File: src/rtl/fcc_pkg.sv
// Package: shared state encoding for the flyback charge sequencer.
package fcc_pkg;
    typedef enum logic [2:0] {
        ST_IDLE,
        ST_START,
        ST_ON,
        ST_OFF,
        ST_FULL,
        ST_PAUSE,
        ST_FAULT
    } fcc_state_e;
endpackage

File: src/rtl/fcc_phase_timer.sv
// Module: fcc_phase_timer
// Counts clock cycles spent in the current controller state.
// Assumes the caller pulses clr on every state change. The count saturates
// at all-ones, so it never wraps back to a value that would look like a limit.
module fcc_phase_timer #(
    parameter int W = 8
) (
    input  logic         clk,
    input  logic         rst_n,
    input  logic         clr,
    output logic [W-1:0] cnt
);
    // Cycle counter: cleared on reset or phase change, otherwise saturating.
    always_ff @(posedge clk) begin
        if (!rst_n || clr) begin
            cnt <= '0;
        end else if (cnt != '1) begin
            cnt <= cnt + 1'b1;
        end
    end
endmodule

File: src/rtl/fcc_short_guard.sv
// Module: fcc_short_guard
// Counts consecutive off-phases that ended on the off-time limit and raises
// trip on the one that reaches LIMIT. Assumes LIMIT >= 2 and that the caller
// turns trip into a latched fault state.
module fcc_short_guard #(
    parameter int LIMIT = 65536
) (
    input  logic clk,
    input  logic rst_n,
    input  logic clr,
    input  logic expire_tick,
    output logic trip
);
    localparam int CW = $clog2(LIMIT);

    logic [CW-1:0] run_cnt;

    assign trip = expire_tick && (run_cnt == CW'(LIMIT - 1));

    // Run counter: counts each timed-out off-phase; cleared by the caller or on trip.
    always_ff @(posedge clk) begin
        if (!rst_n || clr) begin
            run_cnt <= '0;
        end else if (expire_tick) begin
            run_cnt <= trip ? '0 : run_cnt + 1'b1;
        end
    end

    // a clear always leaves the count at zero on the next cycle.
    a_r9_clear_zeroes: assert property (@(posedge clk) disable iff (!rst_n)
        clr |=> (run_cnt == '0));
endmodule

File: src/rtl/fcc_flash_gate.sv
// Module: fcc_flash_gate
// Passes the flash trigger to the driver only when the driver is enabled and
// the supply is healthy. Purely combinational; assumes the inputs are already
// synchronous to the system clock.
module fcc_flash_gate (
    input  logic flash_req,
    input  logic flash_en,
    input  logic uv_flag,
    output logic flash_drv
);
    // Gate: all three conditions must hold.
    always_comb flash_drv = flash_req & flash_en & ~uv_flag;
endmodule

File: src/rtl/flyback_charge_ctrl.sv
// Module: flyback_charge_ctrl (top)
// Sequences a flyback charger. After a startup delay it alternates timed
// on-phases and off-phases, stops at full voltage, pauses on undervoltage or
// overtemperature, and latches off after a long run of timed-out off-phases.
// Assumes every flag input is already synchronous to clk. Timer limits are in
// clock cycles.
module flyback_charge_ctrl
    import fcc_pkg::*;
#(
    parameter int ON_MAX_CYC  = 250,
    parameter int OFF_MAX_CYC = 50,
    parameter int START_CYC   = 600,
    parameter int FAULT_LIMIT = 65536
) (
    input  logic clk,
    input  logic rst_n,
    input  logic chg_en,
    input  logic pk_hit,
    input  logic sec_zero,
    input  logic v_full,
    input  logic uv_flag,
    input  logic ot_flag,
    input  logic flash_req,
    input  logic flash_en,
    output logic gate_on,
    output logic full_n,
    output logic flash_drv
);
    localparam int TMAX12 = (ON_MAX_CYC > OFF_MAX_CYC) ? ON_MAX_CYC : OFF_MAX_CYC;
    localparam int TMAX   = (TMAX12 > START_CYC) ? TMAX12 : START_CYC;
    localparam int TW     = $clog2(TMAX + 1);
    localparam logic [TW-1:0] ON_LAST    = TW'(ON_MAX_CYC - 1);
    localparam logic [TW-1:0] OFF_LAST   = TW'(OFF_MAX_CYC - 1);
    localparam logic [TW-1:0] START_LAST = TW'(START_CYC - 1);

    fcc_state_e    state, state_nx;
    logic [TW-1:0] tmr;
    logic          chg_en_q;
    logic          en_rise;
    logic          off_expire;
    logic          sec_clear;
    logic          trip;
    logic          guard_clr;

    assign en_rise   = chg_en && !chg_en_q;
    assign guard_clr = !chg_en || sec_clear;

    fcc_phase_timer #(.W(TW)) u_timer (
        .clk   (clk),
        .rst_n (rst_n),
        .clr   (state_nx != state),
        .cnt   (tmr)
    );

    fcc_short_guard #(.LIMIT(FAULT_LIMIT)) u_guard (
        .clk         (clk),
        .rst_n       (rst_n),
        .clr         (guard_clr),
        .expire_tick (off_expire),
        .trip        (trip)
    );

    fcc_flash_gate u_flash (
        .flash_req (flash_req),
        .flash_en  (flash_en),
        .uv_flag   (uv_flag),
        .flash_drv (flash_drv)
    );

    // Next state: fault latch first, then enable, full hold, pauses, full trip, phase timing.
    always_comb begin
        state_nx   = state;
        off_expire = 1'b0;
        sec_clear  = 1'b0;
        if (state == ST_FAULT) begin
            if (en_rise && !uv_flag) state_nx = ST_START;
        end else if (!chg_en) begin
            state_nx = ST_IDLE;
        end else if (state == ST_FULL) begin
            state_nx = ST_FULL;
        end else if (uv_flag || ot_flag) begin
            state_nx = ST_PAUSE;
        end else if (v_full) begin
            state_nx = ST_FULL;
        end else begin
            case (state)
                ST_IDLE:  state_nx = ST_START;
                ST_START: if (tmr == START_LAST) state_nx = ST_ON;
                ST_ON:    if (pk_hit || tmr == ON_LAST) state_nx = ST_OFF;
                ST_OFF: begin
                    if (sec_zero) begin
                        sec_clear = 1'b1;
                        state_nx  = ST_ON;
                    end else if (tmr == OFF_LAST) begin
                        off_expire = 1'b1;
                        state_nx   = trip ? ST_FAULT : ST_ON;
                    end
                end
                ST_PAUSE: state_nx = ST_ON;
                default:  state_nx = ST_IDLE;
            endcase
        end
    end

    // State and enable-history registers.
    always_ff @(posedge clk) begin
        if (!rst_n) begin
            state    <= ST_IDLE;
            chg_en_q <= 1'b0;
        end else begin
            state    <= state_nx;
            chg_en_q <= chg_en;
        end
    end

    // Outputs decoded from the registered state.
    always_comb begin
        gate_on = (state == ST_ON);
        full_n  = (state != ST_FULL);
    end

    // Checker counter: consecutive cycles gate_on has already been high.
    logic [TW:0] on_run;
    always_ff @(posedge clk) begin
        if (!rst_n || !gate_on) on_run <= '0;
        else                    on_run <= on_run + 1'b1;
    end

    a_r6_disable_stops: assert property (@(posedge clk) disable iff (!rst_n)
        !chg_en |=> (!gate_on && full_n));
    a_r7_pause_stops: assert property (@(posedge clk) disable iff (!rst_n)
        (chg_en && (uv_flag || ot_flag)) |=> !gate_on);
    a_r5_full_has_cause: assert property (@(posedge clk) disable iff (!rst_n)
        $fell(full_n) |-> $past(v_full));
    a_r3_on_bounded: assert property (@(posedge clk) disable iff (!rst_n)
        gate_on |-> (on_run < (TW+1)'(ON_MAX_CYC)));
    a_r11_uv_blocks_flash: assert property (@(posedge clk) disable iff (!rst_n)
        uv_flag |-> !flash_drv);
    a_r10_fault_holds: assert property (@(posedge clk) disable iff (!rst_n)
        (state == ST_FAULT && !chg_en) |=> (state == ST_FAULT));
    a_r8_trip_enters_fault: assert property (@(posedge clk) disable iff (!rst_n)
        (trip && chg_en && !uv_flag && !ot_flag && !v_full) |=> (state == ST_FAULT));
endmodule

File: config.mk
export PLATFORM = sky130hd
export DESIGN_NAME = flyback_charge_ctrl
export DESIGN_NICKNAME = d
export VERILOG_FILES = /design/src/rtl/fcc_pkg.sv /design/src/rtl/fcc_phase_timer.sv /design/src/rtl/fcc_short_guard.sv /design/src/rtl/fcc_flash_gate.sv /design/src/rtl/flyback_charge_ctrl.sv
export SDC_FILE = /design/constraint.sdc
export NUM_CORES = 1
export LEC_CHECK = 0
export ABC_AREA = 1
export BUFFER_PORTS_ARGS = -buffer_cell sky130_fd_sc_hd__buf_4
export CAP_MARGIN = 10
export CORE_ASPECT_RATIO = 0.7
export CORE_UTILIZATION = 64
export DETAILED_ROUTE_END_ITERATION = 10
export MAX_ROUTING_LAYER = met4
export PLACE_DENSITY = 0.82
export SLEW_MARGIN = 10
export SYNTH_ARGS = -nofsm -noshare
export SYNTH_HDL_FRONTEND = slang
export SYNTH_HIERARCHICAL = 1
export SYNTH_SLANG_ARGS = --single-unit
export TNS_END_PERCENT = 10
File: constraint.sdc
create_clock -name clk -period 4.6 [get_ports clk]
set_input_delay 0.46 -clock clk [delete_from_list [all_inputs] [get_ports clk]]
set_output_delay 0.46 -clock clk [all_outputs]
set_load 0.05 [all_outputs]
Yosys cells after proc, flatten, opt, wreduce, memory -nomap -nowiden
Cells that the tools add are included.
W data, S select, Z words.
{ "classes": {"add_sub_neg": 2, "eq_ne": 13, "muxes": 28, "n_bitwise": 3, "n_reduce_logical": 13} }
{ "op_table": {"columns": ["operator", "n"], "rows": [
  ["$mux W3", 11],
  ["$add A16 B1 Y16 const B", 1],
  ["$eq A16 B16 Y1 const B", 1],
  ["$mux W16", 1],
  ["$mux W1", 15],
  ["$pmux W3 S5", 1],
  ["$add A10 B1 Y10 const B", 1],
  ["$eq A10 B10 Y1 const B", 1],
  ["$eq A10 B6 Y1 const B", 1],
  ["$eq A10 B8 Y1 const B", 1],
  ["$ne A10 B10 Y1 const B", 1],
  ["$eq A3 B3 Y1 const B", 3],
  ["$eq A3 B2 Y1 const B", 2],
  ["$logic_or A1 B1 Y1", 5],
  ["$logic_not A1 Y1", 4],
  ["$eq A3 B1 Y1 const B", 1],
  ["$logic_and A1 B1 Y1", 3],
  ["$logic_not A3 Y1", 1],
  ["$ne A3 B3 Y1", 1],
  ["$ne A3 B3 Y1 const B", 1],
  ["$and A1 B1 Y1", 2],
  ["$not A1 Y1", 1]
]} }
{ "totals": {"reg_bits": 30, "output_inout_bits": 3, "word_cells": 63} }

Depth between registers and ports, before layout
{ "depth": {"depth_word": 21, "mapped_depth": 23} }

Cells and area by module
Netlist, hierarchy kept.
{ "by_module_without_submodules": {"columns": ["mod", "instances", "cells_per_inst", "area_per_inst_um2", "seq_area_each_um2"], "rows": [
  ["fcc_short_guard", 1, 128, 884.6, 320.3],
  ["fcc_phase_timer", 1, 77, 560.5, 200.2],
  ["flyback_charge_ctrl", 1, 99, 493.0, 80.1],
  ["fcc_flash_gate", 1, 2, 10.0, 0.0]
]} }

Worst setup path after synthesis
Ideal clock, no wire load.
{ "synth_timing": {"path_kind": "input port to flip-flop", "from": "input uv_flag", "to": "register u_timer.cnt[3]", "arrival_time_ps": 3004, "t_required_ps": 4526, "path_slack_ps": 1522, "cell_stages": 18, "cell_sequence": "or2_4 > nor4_1 > nand2_1 > nor2_1 > nand2_1 > nor2_4 > inv_1 > nor2_1 > nand4_1 > nand2_1 > nand2_2 > nand3_1 > nand3_1 > a21oi_1 > nand2_1 > nor2_4 > inv_1 > a31oi_1"} }
{ "synth_via": {"elab_chain_cells": 17} }
{ "synth_lines": {"columns": ["element", "line_no", "text"], "rows": [
  ["from (decl)", "flyback_charge_ctrl.sv:21", "input logic uv_flag,"],
  ["$logic_or A1 B1 Y1", "flyback_charge_ctrl.sv:81", "end else if (uv_flag || ot_flag) begin"],
  ["$mux W1", "flyback_charge_ctrl.sv:81", null],
  ["$mux W1", "flyback_charge_ctrl.sv:79", "end else if (state == ST_FULL) begin"],
  ["$mux W1", "flyback_charge_ctrl.sv:77", "end else if (!chg_en) begin"],
  ["$mux W1", "flyback_charge_ctrl.sv:75", "if (state == ST_FAULT) begin"],
  ["named net off_expire", "flyback_charge_ctrl.sv:40", "logic off_expire;"],
  ["$logic_and A1 B1 Y1", "fcc_short_guard.sv:18", "assign trip = expire_tick && (run_cnt == CW'(LIMIT - 1));"],
  ["named net trip", "flyback_charge_ctrl.sv:42", "logic trip;"],
  ["[3 not listed]", null, null],
  ["$pmux W3 S5", "flyback_charge_ctrl.sv:86", "case (state)"],
  ["$mux W3", "flyback_charge_ctrl.sv:83", "end else if (v_full) begin"],
  ["$mux W3", "flyback_charge_ctrl.sv:81", null],
  ["$mux W3", "flyback_charge_ctrl.sv:79", null],
  ["$mux W3", "flyback_charge_ctrl.sv:77", null],
  ["$mux W3", "flyback_charge_ctrl.sv:75", null],
  ["$ne A3 B3 Y1", "flyback_charge_ctrl.sv:51", ".clr (state_nx != state),"],
  ["$logic_or A1 B1 Y1", "fcc_phase_timer.sv:15", "if (!rst_n || clr) begin"],
  ["to (signal assigned)", "fcc_phase_timer.sv:18", "cnt <= cnt + 1'b1;"],
  ["to (decl)", "fcc_phase_timer.sv:11", "output logic [W-1:0] cnt"]
]} }
The timed path passes the listed nets, and every way through them passes these cells.
A chain may end at the register's enable or synchronous reset.

Final worst setup path
{ "layout_timing": {"from": "register u_timer.cnt[4]", "to": "register u_timer.cnt[3]"} }
{ "layout_via": {"elab_chain_cells": 21} }
{ "layout_lines": {"columns": ["element", "line_no", "text"], "rows": [
  ["$eq A10 B6 Y1", "flyback_charge_ctrl.sv:94", "end else if (tmr == OFF_LAST) begin"],
  ["$mux W1", "flyback_charge_ctrl.sv:94", null],
  ["$mux W1", "flyback_charge_ctrl.sv:91", "if (sec_zero) begin"],
  ["$mux W1", "flyback_charge_ctrl.sv:86", null],
  ["$mux W1", "flyback_charge_ctrl.sv:83", null],
  ["$mux W1", "flyback_charge_ctrl.sv:81", null],
  ["$mux W1", "flyback_charge_ctrl.sv:79", null],
  ["$mux W1", "flyback_charge_ctrl.sv:77", null],
  ["[1 not listed]", null, null],
  ["named net off_expire", "flyback_charge_ctrl.sv:40", null],
  ["[1 not listed]", null, null],
  ["named net trip", "flyback_charge_ctrl.sv:42", null],
  ["[3 not listed]", null, null],
  ["$pmux W3 S5", "flyback_charge_ctrl.sv:86", null],
  ["$mux W3", "flyback_charge_ctrl.sv:83", null],
  ["$mux W3", "flyback_charge_ctrl.sv:81", null],
  ["$mux W3", "flyback_charge_ctrl.sv:79", null],
  ["$mux W3", "flyback_charge_ctrl.sv:77", null],
  ["$mux W3", "flyback_charge_ctrl.sv:75", null],
  ["$ne A3 B3 Y1", "flyback_charge_ctrl.sv:51", null],
  ["$logic_or A1 B1 Y1", "fcc_phase_timer.sv:15", null]
]} }
The timed path passes the listed nets, and every way through them passes these cells.

==> results.yml <==
worst_setup_path:
  crit_type: "flop to flop"
  worstRegToRegCells: 23
  r2r-start: "u_timer/cnt[4]"
  r2r_end: "u_timer/cnt[3]"
  worst_setup_path_end_kind: "flop"
  worstSetupStartpointType: "flop"
  ff2ff_setup_slack_ns: 1.57
  worstPathArrival_ns: 3.23
  required_ns: 4.80
  crit_fanout: 7
synthesis:
  postSynthAreaPerCell_um2: 6.37
  synth_area_leaders: "dfxtp_1, nand2_1, nor2_1, inv_1, nand3_1"
  yosys_register_bits: 30
  synth_edf_count: 0
  yosys.area.top_type_share_pct: 30.8
  synth_nets: 318
  netlist_instances: 306
  synth_most_common_cell: "nand2_1"
  synth_area_leader_cell: "dfxtp_1"
  ys_warn_count: 6
  synthTopCellsByCount: "nand2_1, nor2_1, inv_1"
  synth_ff_type: "dfxtp_1"
  synth-async-reset-ratio_pct: 0
  ys_seq_area_share_pct: 30.8
  synth_cell_types: 34
  syn_area_mm2: 0.00195
status:
  outcome: "completed"
floorplan:
  num_rows: 16
  core-area_mm2: 0.00284
  ioPinCount: 13
  start_util_pct: 68.5
  die_area_mm2: 0.00327
  die_w_um: 67.9
  die_y_um: 48.2
clock_network:
  postCtsResizedCells: 0
  clk_latency_ns: 0.28
  cts_hold_buf: 0
  cts-buffers-inserted: 5
  tritoncts: "built"
  cts_max_level: 2
  cts_buffer_depth: 2
  cts_setup_buffers: 0
  cts.sinks: 30
  path_clk_slew_ns: 0.07
  root_buffer: "clkbuf_8"
layout:
  syn_to_final_growth_pct: 11.9
  fin_nets: 336
  fin_util_pct: 76.7
  antennaDiodeCount: 0
  drive_above_1_share_pct: 15.1
run:
  cap_violations: 0
placement:
  numPortBuffers: 12
  hpwlAfterDp_um: 3100
  gp_congestion: 0.867
power_and_ir_drop:
  vdd_drop_max_uv: 180
  p_total_mw: 0.576
  p_leak_nw: 0.943
  p_per_area_mw_per_mm2: 264
drt:
  post_drt_wl_per_cell_um: 11.5
  drt_pass1_iterations: 6
  vias: 1848
  dr.first_iter.drc_count: 253
  drc: 0
  ant_nets: 0
  vias_per_cell: 5.12
  drt_wl_total_um: 4150
global_route:
  grt_pass1_wl_um: 6710
  antenna_found_initial: 0
  grt_overflow: 0
  grt_max_degree: 12
  globalRouteTotalUtil_pct: 29.1
  grt_pass1_vias: 1517
timing:
  max_freq_mhz: 330
  tns_ns: 0
  setup_viol: 0
  finalCritPeriodShare_pct: 65.9
  tightest_slew_ns: 0.394
  max_slew_margin_pct: 73.4
  finalClockSkew_ns: 0.00828
  rsz0062_at_grt: "no"
  min_period_ns: 3.03
  hold_viol_final: 0
  slew_viol_final: 0
min_path:
  hold_start: "chg_en"
  hold_path_class: "input pin to flop"
  hold_depth: 3
  min_to: "chg_en_q"
==> placed cells by master (no fill, tap or decap), types with 2 or more instances in the layout <==
| master | n |
|---|---|
| a21oi_1 | 12 |
| a31oi_1 | 2 |
| and2_1 | 2 |
| buf_4 | 13 |
| clkbuf_8 | 5 |
| clkinv_2 | 2 |
| dfxtp_1 | 30 |
| ha_1 | 2 |
| inv_1 | 41 |
| inv_2 | 3 |
| nand2_1 | 90 |
| nand2_2 | 4 |
| nand2_4 | 2 |
| nand3_1 | 22 |
| nand3_2 | 2 |
| nand3b_1 | 4 |
| nand4_1 | 3 |
| nor2_1 | 45 |
| nor2_2 | 5 |
| nor2_4 | 6 |
| nor3_1 | 10 |
| o21ai_0 | 5 |
| xnor2_1 | 2 |
==> metrics by stage <==
step	cell area [um2]	hold slack, ns	setup slack [ns]	std cells
after floorplan	1950	0.460	1.52	306
after global placement	2070	0.489	1.66	353
after detailed placement	2070	0.490	1.55	353
after CTS	2180	0.403	1.56	361
after global routing	2180	0.421	1.21	361
final	2180	0.405	1.57	361
==> flip-flops by register name, summed over array words and instances, names as in the netlist <==
signal and count:
chg_en_q 1, u_guard/run_cnt 16, u_timer/cnt 10, state 3
==> layer usage <==
metal  vias to the layer above  part of all wire (%)  global-route usage [%]
met5                         -                     0                       -
li1                       1001                     -                       -
met1                       788                    54                    42.2
met2                        53                    39                    40.6
met3                         6                   6.7                    7.24
met4                         0                  0.72                    5.42
==> cell families after synthesis <==
group | count (synthesis) | synth area share [%]
xor+xnor | 3 | 1.35
fa+ha+maj | 2 | 1.28
compound gates | 23 | 6.55
simple gates | 202 | 50.5
flops | 30 | 30.8
buf+inv | 46 | 9.44
==> power breakdown <==
part,internal [mW],switching [mW]
Sequential,0.262,0.00401
Clock,0.159,0.109
Combinational,0.0157,0.0256
==> critical path: stages (launching register included) <==
cell,delay (ns)
dfxtp_1,0.43
nand2_1,0.10
inv_1,0.06
nand2_1,0.04
nor2_1,0.16
nand3_1,0.09
nor4_1,0.17
buf_4,0.20
nand2_1,0.08
nor2_1,0.10
nand2_1,0.12
nor2_4,0.16
inv_1,0.05
nor2_1,0.09
nand4_1,0.10
nand2_1,0.11
nand2_2,0.07
nand3_1,0.07
nand3_1,0.07
a21oi_1,0.11
nand2_1,0.10
nor2_4,0.19
inv_1,0.13
a31oi_1,0.15
==> how the worst max path moves through the flow <==
stage | start | to | slack [ns] | cells past startpoint
detailed placement | uv_flag | u_timer/cnt[3] | 1.55 | 20
global route | u_timer/cnt[5] | u_timer/cnt[3] | 1.21 | 23
CTS | u_timer/cnt[4] | u_timer/cnt[3] | 1.56 | 23
global placement | uv_flag | u_timer/cnt[3] | 1.66 | 20
floorplan | uv_flag | u_timer/cnt[3] | 1.52 | 18
finish | u_timer/cnt[4] | u_timer/cnt[3] | 1.57 | 23
==> area by class of cell <==
| type | instances | area, um2 |
|---|---|---|
| fillers | 219 | 662 |
| well taps | 36 | 45.0 |
| inverters | 44 | 165 |
| multi-input cells | 230 | 1160 |
| flip-flops and latches | 30 | 601 |
| clock buffers | 5 | 68.8 |
| clock inverters | 3 | 40.0 |
| repair buffers | 13 | 97.6 |
Power figures use the tool's default switching activity.
